### src/rtl/bus_irq_ctrl.sv
module bus_irq_ctrl #(
  parameter int DW = 32,
  parameter int SW = 15
) (
  input  logic          clk,
  input  logic          rst_n,
  input  logic          ev_ack,
  input  logic          ev_nak,
  input  logic          ev_rxdone,
  input  logic          ev_stop_bad,
  input  logic          ev_stop_ok,
  input  logic          raise_req,
  input  logic          rx_pending,
  input  logic          wr_en,
  input  logic          wr_sel,
  input  logic [DW-1:0] wr_data,
  input  logic          rd_sel,
  output logic [DW-1:0] rd_data,
  output logic          irq,
  output logic          pend,
  output logic          rx_restart
);
  localparam int RXB = 2;

  logic [SW-1:0] en_q, st_q, ev_vec, clr, st_clr, st_ev, st_nx;
  logic          wr_st, wr_en_reg, restart, raise, irq_q;

  assign ev_vec = SW'({ev_stop_ok, ev_stop_bad, ev_rxdone, ev_nak, ev_ack});
  assign wr_st     = wr_en && wr_sel;
  assign wr_en_reg = wr_en && !wr_sel;
  assign clr       = wr_st ? wr_data[SW-1:0] : '0;
  assign restart   = wr_st && st_q[RXB] && wr_data[RXB] && rx_pending;
  assign raise     = raise_req || restart;

  assign st_clr = st_q & ~clr;
  assign st_ev  = st_clr | ev_vec | (restart ? SW'(1) << RXB : '0);
  assign st_nx  = raise ? (st_ev & en_q) : st_ev;

  always_ff @(posedge clk) begin
    if (!rst_n) begin
      en_q       <= '0;
      st_q       <= '0;
      irq_q      <= 1'b0;
      rx_restart <= 1'b0;
    end else begin
      if (wr_en_reg) en_q <= wr_data[SW-1:0];
      st_q       <= st_nx;
      rx_restart <= restart;
      if (raise && (st_nx != '0)) irq_q <= 1'b1;
      else if (wr_st && (st_nx == '0)) irq_q <= 1'b0;
    end
  end

  assign irq     = irq_q;
  assign pend    = irq_q;
  assign rd_data = DW'(rd_sel ? st_q : en_q);

  AST_EVENT_STICKS: assert property (@(posedge clk) disable iff (!rst_n)
    (ev_ack && !raise_req) |=> st_q[0]);
  AST_RAISE_PRUNES: assert property (@(posedge clk) disable iff (!rst_n)
    (raise_req && !wr_en_reg) |=> ((st_q & ~en_q) == '0));
  AST_RAISE_LINE: assert property (@(posedge clk) disable iff (!rst_n)
    (raise_req && (((st_q | ev_vec) & en_q) != '0) && !wr_st) |=> (irq && pend));
  AST_LINE_HOLDS: assert property (@(posedge clk) disable iff (!rst_n)
    (irq && !wr_st) |=> irq);
  AST_CLEAR_WORKS: assert property (@(posedge clk) disable iff (!rst_n)
    (wr_st && ev_vec == '0 && !rx_pending) |=> ((st_q & $past(wr_data[SW-1:0])) == '0));
  AST_RESTART_CAUSE: assert property (@(posedge clk) disable iff (!rst_n)
    $rose(rx_restart) |-> $past(wr_st && wr_data[RXB] && rx_pending));
endmodule

### config.mk
export PLATFORM = sky130hd
export DESIGN_NAME = bus_irq_ctrl
export DESIGN_NICKNAME = d
export VERILOG_FILES = /design/src/rtl/bus_irq_ctrl.sv
export SDC_FILE = /design/constraint.sdc
export NUM_CORES = 1
export LEC_CHECK = 0
export BUFFER_PORTS_ARGS = -buffer_cell sky130_fd_sc_hd__buf_2
export CAP_MARGIN = 20
export CORE_MARGIN = 2
export CORE_UTILIZATION = 35
export CTS_CLUSTER_DIAMETER = 30
export DETAILED_ROUTE_END_ITERATION = 7
export SYNTH_ARGS = -nofsm -noshare
export SYNTH_HDL_FRONTEND = slang
export SYNTH_SLANG_ARGS = --single-unit
### constraint.sdc
create_clock -name clk -period 3.4 [get_ports clk]
set_input_delay 0 -clock clk [delete_from_list [all_inputs] [get_ports clk]]
set_output_delay 0 -clock clk [all_outputs]
set_load 0.02 [all_outputs]
[Word-level counts from Yosys, hierarchy flattened]
Index checks and enable logic that the tools add are counted.
Word-level totals
  bits in registers: 32
  bits in latches: 0
  memory bits (writable): 0
  ROM bits: 0
  bits of input ports: 44
  output and inout bits: 35
  logic and storage cells: 27
  memories: 0
Cells by class
  $add $sub $neg: 0
  multiply operators: 0
  div/mod/pow operators: 0
  magnitude comparators: 0
  equal/unequal tests: 0
  shift operators: 0
  mux-type cells: 6
  bitwise gates (word level): 5
  reduce and logical (&&, ||, !) cells: 12
Operator list (count)
  $mux 15: 3
  $and 15x15->15: 2
  $logic_not 15->1: 1
  $not 15->15: 1
  $or 15x3->15: 1
  $or 15x5->15: 1
  $reduce_bool 15->1: 1
  $logic_and 1x1->1: 7
  $mux 3: 1
  $mux 1: 2
  $reduce_bool 2->1: 1
  $logic_not 1->1: 1
  $logic_or 1x1->1: 1

[Longest topological paths before layout]
  depth after elaboration: 12
  gate-level depth with buffers: 6
  mapped depth without buffers: 5

[Worst setup path after synthesis]
Ideal clock, no wire load.
  kind: register to register
  from: reg st_q[14]
  to: reg irq_q, in the netlist irq
  library setup time: 0.125 ns
  data arrival time: 1.292 ns
  required time: 3.275 ns
  path slack: 1.982 ns
  cell stages (with the launch flop): 6
  buffers on the path: 0
  period minus slack after synthesis: 1.418 ns
  cells stage by stage: dfxtp_1 or4_1 o31ai_1 nand3_1 o21ai_1 a31oi_1
Between the ends
  longest elaborated chain between the ends: 8
  elaborated cells between the ends (all ways): 11
  classes of those cells: 2 x mux; 4 x bitwise; 5 x reduce/logical
Ends and longest elaborated chain
  start, declared: line 25  | logic [SW-1:0] en_q, st_q, ev_vec, clr, st_clr, st_ev, st_nx;
  start signal, assigned: line 47  | st_q <= st_nx;
  $and 15x15->15 *: line 35  | assign st_clr = st_q & ~clr;
  $or 15x5->15 *: line 36  | assign st_ev = st_clr | ev_vec | (restart ? SW'(1) << RXB : '0);
  $or 15x3->15 *: line 36
  $and 15x15->15: line 37  | assign st_nx = raise ? (st_ev & en_q) : st_ev;
  $mux 15 *: line 37
  $reduce_bool 15->1 or $logic_not 15->1 (tied branches): line 49, 50
  $logic_and 1x1->1 (on tied branches): line 49, 50
  $mux 1 or $reduce_bool 2->1 (tied branches)
  end signal, assigned: line 43  | irq_q <= 1'b0;
  end signal, assigned: line 49  | if (raise && (st_nx != '0)) irq_q <= 1'b1;
  end signal, assigned: line 50  | else if (wr_st && (st_nx == '0)) irq_q <= 1'b0;
  end, declared: line 26  | logic wr_st, wr_en_reg, restart, raise, irq_q;
Mark *: on every way between the ends. The rest lies on a longest branch, timed or not.
A chain may end at the register's enable or synchronous reset.

[Final worst setup path]
  from: in wr_data[2]
  to: reg irq_q, in the netlist irq
Between the ends
  longest elaborated chain between the ends: 10
  elaborated cells between the ends (all ways): 17
  classes of those cells: 4 x mux; 5 x bitwise; 8 x reduce/logical
Ends and longest elaborated chain
  start, declared: line 16  | input logic [DW-1:0] wr_data,
  $mux 15: line 31  | assign clr = wr_st ? wr_data[SW-1:0] : '0;
  $not 15->15: line 35
  $and 15x15->15: line 35
  $or 15x5->15: line 36
  $or 15x3->15: line 36
  $and 15x15->15: line 37
  $mux 15: line 37
  $reduce_bool 15->1 or $logic_not 15->1 (tied branches): line 49, 50
  $logic_and 1x1->1 (on tied branches): line 49, 50
  $mux 1 or $reduce_bool 2->1 (tied branches)
Several ways; a longest one is shown, not always the timed one.

==> run summary <==
CP Capture Type -> flop
Max-slew violations -> 0
Reg2reg start -> st_q[2]
Max cap viols -> 0
Via Count -> 1630
R2r endpoint -> irq
Final Hold Fails -> 0
Tcrit/Tclk final -> 49.8%
Leakage Power -> 0.000950 uW
Worst hold path class -> input pin to flop
Crit path launch -> wr_data[2]
Synth top cells by count -> dfxtp_1, nand2_1, buf_4
Crit path buffers/inverters -> 2
RSZ-0062 raised after global routing -> no
Max incr delay on CP -> 590 ps
Synth Warn # -> 0
CP Launch Type -> input pin
Hold Crit Start -> raise_req
Hold depth -> 3
Clock root buffer -> clkbuf_8
WL met2 -> 2.17 mm
Antenna cell count -> 0
#FFs+latches synth -> 32
Critical Path AT -> 1900 ps
Synth top area cells -> dfxtp_1, mux2_2, buf_4
Vias in the first global route -> 1558
Critical path cell sequence -> dlygate4sd3_1, buf_2, and3_1, a21oi_2, o22a_1, nor3_1, a31oi_1
Slew @ Worst Pin -> 737 ps
Initial Util -> 36.5%
Number of synthesized flops with an enable pin -> 0
Slowest stage cell, crit path -> a21oi_2
Nets -> 301
Peak supply drop -> 0.189 mV
Sequential-to-total area share from yosys stat -> 37.2%
Clock latency on the worst-skew pair -> 280 ps
Relative max-transition margin -> 50.9%
RePlAce Congestion -> 0.731
Area of the die -> 0.00550 mm2
Die height -> 74.2 um
Synth area leader -> dfxtp_1
Remaining DRCs -> 0
Total core area -> 0.00472 mm2
Pin count of the biggest net entering global routing -> 18
Peak Freq -> 590 MHz
Final WS setup -> 1710 ps
I/O pin cnt -> 79
Global-route wire length before repair -> 7.31 mm
Setup Fix Bufs, Post-CTS -> 0
Die X -> 74.2 um
Initial antenna violation count -> 0
Cell area after synthesis -> 0.00172 mm2
Remaining antenna violation count -> 0
Async SR Flop Fraction -> 0%
Worst-path clk slew -> 60 ps
Final Skew -> 2.40 ps
Wl on met1 -> 2.12 mm
Crit-path leading delay family -> compound AO/OA/AOI/OAI gates
Synth Flop Type -> dfxtp_1
Period minus WS final -> 1690 ps
Final WL -> 4.55 mm
Worst Setup Slack post-DPL -> 1740 ps
Total CTS buffers -> 5
Mapped Cells -> 202
GR Overflow Total -> 0
H-tree depth -> 2
Average size of a mapped cell -> 8.53 um2
Clk sinks -> 32
Top-area cell type share of the netlist area -> 37.2%
Post_cts resized -> 0
Required @ worst endpoint -> 3600 ps
Share of layout cells above drive strength 1 -> 25.6%
Gr usage total -> 17.4%
Initial drt markers -> 62
Worst setup path endpoint -> irq
# setup viols final -> 0
Port bufs -> 44
Detail Placement HPWL -> 3.10 mm
Area Overhead vs Synth -> 24.6%
Met3 Wirelength -> 201 um
Reg-to-reg slack, setup -> 1740 ps
FP Rows -> 25
Crit Path Max Fanout -> 15
Netlist cell types -> 37
Status -> finished clean
Total Negative Setup Slacks -> 0 ps
Hold buffer count at CTS -> 15
TritonCTS clock tree -> yes
Critical Path Stages -> 7
Pwr dens -> 390 mW/mm2
Crit Path Class -> input pin to flop
Post-DR wirelength/cell -> 14.0 um
R2r worst-path depth -> 5
First drt pass iteration count -> 4
Max layer used -> met4
Maximum root-to-sink buffer count -> 2
Via density per instance -> 5.02
-- cell families after synthesis --
group	share of synthesized area, %
other	0.218
flip-flops	37.2
buffers and inverters	12.4
AND/OR/NAND/NOR	19.0
multiplexers	9.15
AO/OA/AOI/OAI	22.1
-- worst min-delay path, delay by kind of cell --
| family | cells | cell delay [ps] |
|---|---|---|
| AO/OA/AOI/OAI | 2 | 200 |
| buffers and inverters | 1 | 100 |
-- final cells by class --
type / instances / area (um2)
flip-flops and latches: 32 / 641
clock buffers: 8 / 90.1
repair buffers: 59 / 370
inverters: 9 / 33.8
well taps: 67 / 83.8
fillers: 497 / 2580
multi-input cells: 150 / 928
-- where the power goes --
part	switching, uW	internal (uW)	total [uW]	leakage (uW)
logic	87.5	53.2	141	0.000643
registers	10.5	388	398	0.000261
clock network	133	165	298	0.0000455
-- flip-flops by register name, summed over array words and instances (netlist names) --
signal / count
st_q: 15
rx_restart: 1
en_q: 15
irq: 1
-- worst min-delay path by stage --
stage,endpoint
3_3_place_gp,en_q[11]
3_5_place_dp,en_q[11]
5_1_grt,st_q[3]
2_1_floorplan,st_q[2]
4_1_cts,st_q[2]
6_report,st_q[0]
-- layer usage --
layer,vias to the layer above,track usage [%]
met2,44,29.8
li1,810,-
met4,0,5.05
met3,7,3.79
met1,769,22.1
met5,-,0
-- stage by stage --
| step | cell area, um2 | total power, uW | util [%] | std cells | hold slack (ps) |
|---|---|---|---|---|---|
| detailed placement | 1910 | 535 | 40.4 | 302 | 263 |
| floorplan | 1780 | 506 | - | 218 | 122 |
| global route | 2150 | 877 | 45.5 | 325 | 91.0 |
| finish | 2150 | 837 | 45.5 | 325 | 75.6 |
| CTS | 2150 | 848 | 45.5 | 325 | 72.8 |
| global placement | 1910 | 533 | 40.4 | 302 | 254 |
-- placed cells by master, fill, tap and decap left out --
master         Yosys  routed
a21oi_1           16      16
o221ai_1           2       2
nand2b_1           2       2
nand3_2            1       1
or4_1              2       2
conb_1             1      17
dlygate4sd3_1      0      15
and2b_1            1       1
a22o_1             1       1
o22ai_1            4       4
clkbuf_8           0       6
a22oi_1            1       1
nand2_1           32      32
dfxtp_1           32      32
clkbuf_1           3       2
and2_1             6       6
o2111a_1          10      10
nand4_1            2       2
nand3_1           16      16
and3_1             2       2
o21ai_0            2       2
o31ai_1            1       1
nor2_1             1       1
buf_2              3      44
a21boi_0           2       2
o31a_1             1       1
o21ai_1            1       1
a31oi_1            1       1
clkinv_1           1       1
a21o_1             1       1
a211oi_1           1       1
inv_1              8       8
a32oi_1            3       3
mux2_2            14      14
a21oi_2            1       1
nor3_1             3       3
o22a_1             3       3
No activity file was read; power rests on OpenSTA's default activity.
